File: config.mk
export PLATFORM = sky130hd
export DESIGN_NAME = uaf_flow_ctrl
export DESIGN_NICKNAME = d
export VERILOG_FILES = /design/src/rtl/uaf_pkg.sv /design/src/rtl/uaf_cts_sync.sv /design/src/rtl/uaf_tx_gate.sv /design/src/rtl/uaf_rx_level.sv /design/src/rtl/uaf_flow_ctrl.sv
export SDC_FILE = /design/constraint.sdc
export NUM_CORES = 1
export LEC_CHECK = 0
export BUFFER_PORTS_ARGS = -buffer_cell sky130_fd_sc_hd__buf_2
export CAP_MARGIN = 20
export CORE_AREA = 3 3 40 42
export DETAILED_ROUTE_END_ITERATION = 8
export DIE_AREA = 0 0 43 45
export GPL_TIMING_DRIVEN = 0
export MAX_ROUTING_LAYER = met4
export PLACE_DENSITY_LB_ADDON = 0.05
export SYNTH_ARGS = -nofsm -noshare
export SYNTH_HDL_FRONTEND = slang
export SYNTH_SLANG_ARGS = --single-unit
File: constraint.sdc
create_clock -name clk -period 0.9 [get_ports clk]
set_clock_uncertainty 0.05 [all_clocks]
set_input_delay 0.09 -clock clk [delete_from_list [all_inputs] [get_ports clk]]
set_output_delay 0.09 -clock clk [all_outputs]
set_load 0.02 [all_outputs]
File: src/rtl/uaf_pkg.sv
package uaf_pkg;

  typedef logic [1:0] trig_sel_t;

  // Trigger level: 1, D/4, D/2, D-8 (1, 16, 32, 56 for D=64)
  function automatic int lvl_trigger(input int depth, input trig_sel_t sel);
    case (sel)
      2'd0:    return 1;
      2'd1:    return depth / 4;
      2'd2:    return depth / 2;
      default: return depth - 8;
    endcase
  endfunction

  // Level at which RTS is turned off
  function automatic int lvl_negate(input int depth, input trig_sel_t sel);
    case (sel)
      2'd0:    return depth / 4;
      2'd1:    return depth / 2;
      2'd2:    return depth - 8;
      default: return depth - 4;
    endcase
  endfunction

  // Level at or below which RTS is turned on again
  function automatic int lvl_reassert(input int depth, input trig_sel_t sel);
    case (sel)
      2'd0:    return 1;
      2'd1:    return depth / 8;
      2'd2:    return depth / 4;
      default: return depth / 2;
    endcase
  endfunction

endpackage

File: src/rtl/uaf_cts_sync.sv
module uaf_cts_sync #(
  parameter int STAGES = 2
) (
  input  logic clk,
  input  logic rst_n,
  input  logic d_async,
  output logic d_sync
);
  logic [STAGES-1:0] chain_q;

  generate
    for (genvar i = 0; i < STAGES; i++) begin : g_stage
      if (i == 0) begin : g_first
        always_ff @(posedge clk or negedge rst_n)
          if (!rst_n) chain_q[0] <= 1'b1;
          else        chain_q[0] <= d_async;
      end else begin : g_next
        always_ff @(posedge clk or negedge rst_n)
          if (!rst_n) chain_q[i] <= 1'b1;
          else        chain_q[i] <= chain_q[i-1];
      end
    end
  endgenerate

  assign d_sync = chain_q[STAGES-1];
endmodule

File: src/rtl/uaf_tx_gate.sv
module uaf_tx_gate (
  input  logic clk,
  input  logic rst_n,
  input  logic cts_stop,
  input  logic tx_busy,
  input  logic char_done,
  input  logic auto_cts_en,
  output logic tx_allow
);
  logic allow_q;
  logic boundary;

  // A stop may take effect only between characters
  assign boundary = !tx_busy || char_done;

  always_ff @(posedge clk or negedge rst_n) begin
    if (!rst_n)                    allow_q <= 1'b0;
    else if (!cts_stop)            allow_q <= 1'b1;
    else if (boundary)             allow_q <= 1'b0;
  end

  assign tx_allow = !auto_cts_en || allow_q;
endmodule

File: src/rtl/uaf_rx_level.sv
module uaf_rx_level
  import uaf_pkg::*;
#(
  parameter int DEPTH = 64,
  parameter int CNT_W = $clog2(DEPTH + 1)
) (
  input  logic             clk,
  input  logic             rst_n,
  input  trig_sel_t        trig_sel,
  input  logic [CNT_W-1:0] rx_count,
  output logic             off_next,
  output logic             rx_irq
);
  int   cnt_i;
  logic off_q;
  logic at_neg, at_re, at_trig;

  assign cnt_i   = int'(rx_count);
  assign at_neg  = cnt_i >= lvl_negate(DEPTH, trig_sel);
  assign at_re   = cnt_i <= lvl_reassert(DEPTH, trig_sel);
  assign at_trig = cnt_i >= lvl_trigger(DEPTH, trig_sel);

  always_comb begin
    off_next = off_q;
    if (at_neg)     off_next = 1'b1;
    else if (at_re) off_next = 1'b0;
  end

  always_ff @(posedge clk or negedge rst_n) begin
    if (!rst_n) begin
      off_q  <= 1'b1;
      rx_irq <= 1'b0;
    end else begin
      off_q  <= off_next;
      rx_irq <= at_trig;
    end
  end
endmodule

File: src/rtl/uaf_flow_ctrl.sv
module uaf_flow_ctrl
  import uaf_pkg::*;
#(
  parameter int DEPTH     = 64,
  parameter int SYNC_STG  = 2,
  localparam int CNT_W    = $clog2(DEPTH + 1)
) (
  input  logic             clk,
  input  logic             rst_n,
  input  logic             auto_rts_en,
  input  logic             auto_cts_en,
  input  logic [1:0]       trig_sel,
  input  logic [CNT_W-1:0] rx_count,
  input  logic             sw_rts,
  input  logic             cts_in,
  input  logic             tx_busy,
  input  logic             char_done,
  output logic             rts_out,
  output logic             tx_allow,
  output logic             rx_irq
);
  logic cts_stop;
  logic off_next;

  uaf_cts_sync #(.STAGES(SYNC_STG)) u_sync (
    .clk(clk), .rst_n(rst_n), .d_async(cts_in), .d_sync(cts_stop)
  );

  uaf_tx_gate u_gate (
    .clk(clk), .rst_n(rst_n), .cts_stop(cts_stop), .tx_busy(tx_busy),
    .char_done(char_done), .auto_cts_en(auto_cts_en), .tx_allow(tx_allow)
  );

  uaf_rx_level #(.DEPTH(DEPTH), .CNT_W(CNT_W)) u_level (
    .clk(clk), .rst_n(rst_n), .trig_sel(trig_sel), .rx_count(rx_count),
    .off_next(off_next), .rx_irq(rx_irq)
  );

  always_ff @(posedge clk or negedge rst_n) begin
    if (!rst_n) rts_out <= 1'b1;
    else        rts_out <= auto_rts_en ? off_next : sw_rts;
  end
endmodule

==> metrics.yaml <==
drt-vias-per-instance: 5.112
root_buffer: "clkbuf_4"
async_reset_ff_share_pct: 100.0
vias: 501
endpoint_kind: "register"
final_max_slew_viol_count: 0
hold_end: "rts_out"
synthCells: 51
whs_path_depth: 3
cts_buffers: 3
ys_warn_count: 0
setup_viol_count_final: 5
path_clk_slew_ps: 40
holdWs_ps: 41.63
rr_endpoint: "rts_out"
ctsHtreeMaxLevel: 1
coreArea_um2: 1285
dp_cells: 85
ctsLongestPathBuffers: 2
synth.cell_area_um2: 483.0
area_growth_pct: 91.71
die-width_um: 43
rsz0062_at_grt: "true"
path_class: "input pin to register"
arrival_ps: 1290
io_buffers: 19
path_buf_inv: 2
vdd_ir_drop_max_uv: 423.6
antenna_found_initial: 0
startpoint_type: "input pin"
min-delay-start: "sw_rts"
grt_pass1_vias: 459
place_hpwl_um: 884.8
wl_um: 1366
ys_seq_area_share_pct: 32.12
syn_avg_cell_area_um2: 9.470
gp_congestion: 0.7231
grt_first_pass_wirelength_um: 1994
min_period_over_period_pct: 130.6
ff2ff_setup_slack_ps: -30
synth_top_area_cell: "ha_1"
synth-main-ff-cell: "dfstp_2"
yosysMostFrequentCell: "ha_1"
drive_gt1_share_pct: 61.45
maxCapViolCount: 0
wl_per_cell_um: 13.94
required_ps: 1010
power_density_nw_per_um2: 1002
period_minus_slack_ps: 1176
final_cells: 98
max_freq_ghz: 0.8505
r2r-start: "u_level.off_q"
violations: "setup timing"
drtPass1Iterations: 2
fin_ws_ps: -275.7
yosys.cell_types.count: 19
start_util_pct: 37.59
synth-edff-count: 0
antennaDiodeCount: 0
die_y_um: 45
drtIter0Drc: 5
path_cells: "buf_12 -> nand2_8 -> inv_4 -> ha_4 -> or3b_4 -> a21oi_4 -> a2111oi_4 -> a31oi_1"
worst_pin_slew_ps: 283.1
critical_path.top_delay_family: "simple AND/OR/NAND/NOR gates"
synth_top_area_share_pct: 28.50
hold_viol_final: 0
cp_max_fo: 4
row_count: 13
yosys-top-cells-count: "11 x ha_1, 6 x inv_1, 6 x nand2_1"
cts.sinks: 6
worst-r2r-cell-count: 2
tritoncts: "built"
status: "complete, but fails checks"
cpPeakStageDelay_ps: 380
grt_max_degree: 7
finish.utilization_pct: 72.05
synth.ff_latch_count: 6
ant_nets: 0
final_nets: 112
hold_path_class: "input pin to register"
synth_area_leaders: "ha_1 28%, dfstp_2 22%, dfrtp_1 10%, inv_1 4.7%, nand2_1 4.7%"
cp_slowest_cell: "or3b_4"
die-area_um2: 1935
leakagePower_nw: 0.4071
clkLatencyLatePin_ps: 230
drc: 0
track_usage_pct: 14.58
crit_start: "trig_sel[0]"
ios: 20
slew-limit-headroom_pct: 81.13
synth_fp_nets: 79
grt_overflow_total: 0
-- worst min-delay path, stage by stage --
cell and delay, ps:
buf_2 100, nor2_1 90, a31oi_1 40
-- report_power, final --
| group | switching (mW) | internal, mW |
|---|---|---|
| Sequential | 0.00806 | 0.299 |
| Combinational | 0.170 | 0.190 |
| Clock | 0.0937 | 0.168 |
-- routing by layer --
metal	track usage (%)	vias up	part of all wire, %
met5	-	-	0
met4	7.229	0	1.4
met3	3.984	2	5.4
met2	25.45	14	59
met1	15.20	234	34
li1	-	251	-
-- how the worst max path moves through the flow --
| stage | cells past startpoint | endpoint |
|---|---|---|
| 2_1_floorplan | 7 | rts_out |
| 3_3_place_gp | 8 | rts_out |
| 3_5_place_dp | 8 | rts_out |
| 4_1_cts | 8 | rts_out |
| 5_1_grt | 8 | rts_out |
| 6_report | 8 | rts_out |
-- sequential cells by signal, summed over array words and instances, names as in the netlist --
signal          cells
rts_out             1
u_gate.allow_q      1
u_level.off_q       1
u_level.rx_irq      1
u_sync.chain_q      1
u_sync.d_sync       1
-- cells by family after synthesis --
kind of cell,after synthesis,share of synthesized area [%]
AND/OR/NAND/NOR,17,17.62
adder cells (fa/ha/maj),11,28.50
buffers and inverters,6,4.663
AO/OA/AOI/OAI,11,17.10
flip-flops,6,32.12
-- area by class of cell --
type	instances	area, um2
fillers	93	359.1
well taps	15	18.77
repair buffers	28	221.5
multi-input cells	39	461.7
flip-flops and latches	6	155.1
inverters	6	42.54
clock buffers	4	26.28
-- layout by cell type (no fill, tap or decap), types with 3 or more instances in the layout --
cell type | synthesis | routed
buf_6 | 0 | 3
clkbuf_4 | 0 | 3
nand3_1 | 3 | 3
inv_4 | 0 | 3
dfstp_2 | 4 | 4
ha_4 | 0 | 6
nand2_1 | 6 | 3
dlygate4sd3_1 | 0 | 4
ha_1 | 11 | 5
nor2_1 | 4 | 3
buf_4 | 0 | 5
buf_2 | 0 | 14
-- through the flow --
stage | instance area (um2) | power (mW) | setup TNS, ps | setup slack, ps
3_5_place_dp | 633.1 | 0.5298 | -1750 | -678.8
3_3_place_gp | 633.1 | 0.5294 | -1733 | -675.5
6_report | 925.9 | 0.9280 | -801.1 | -275.7
5_1_grt | 925.9 | 0.9904 | -989.9 | -312.3
2_1_floorplan | 519.2 | 0.4399 | -737.7 | -344.0
4_1_cts | 805.8 | 0.8745 | -818.2 | -264.7
-- repair_timing --
action                     4_1_cts  5_1_grt
hold endpoints to repair         9        0
hold buffers                     4        0
pin swaps                       11       12
setup endpoints to repair        5        6
setup buffers                    1        4
gates resized for setup         23       16
No activity file was read; power rests on OpenSTA's default activity.
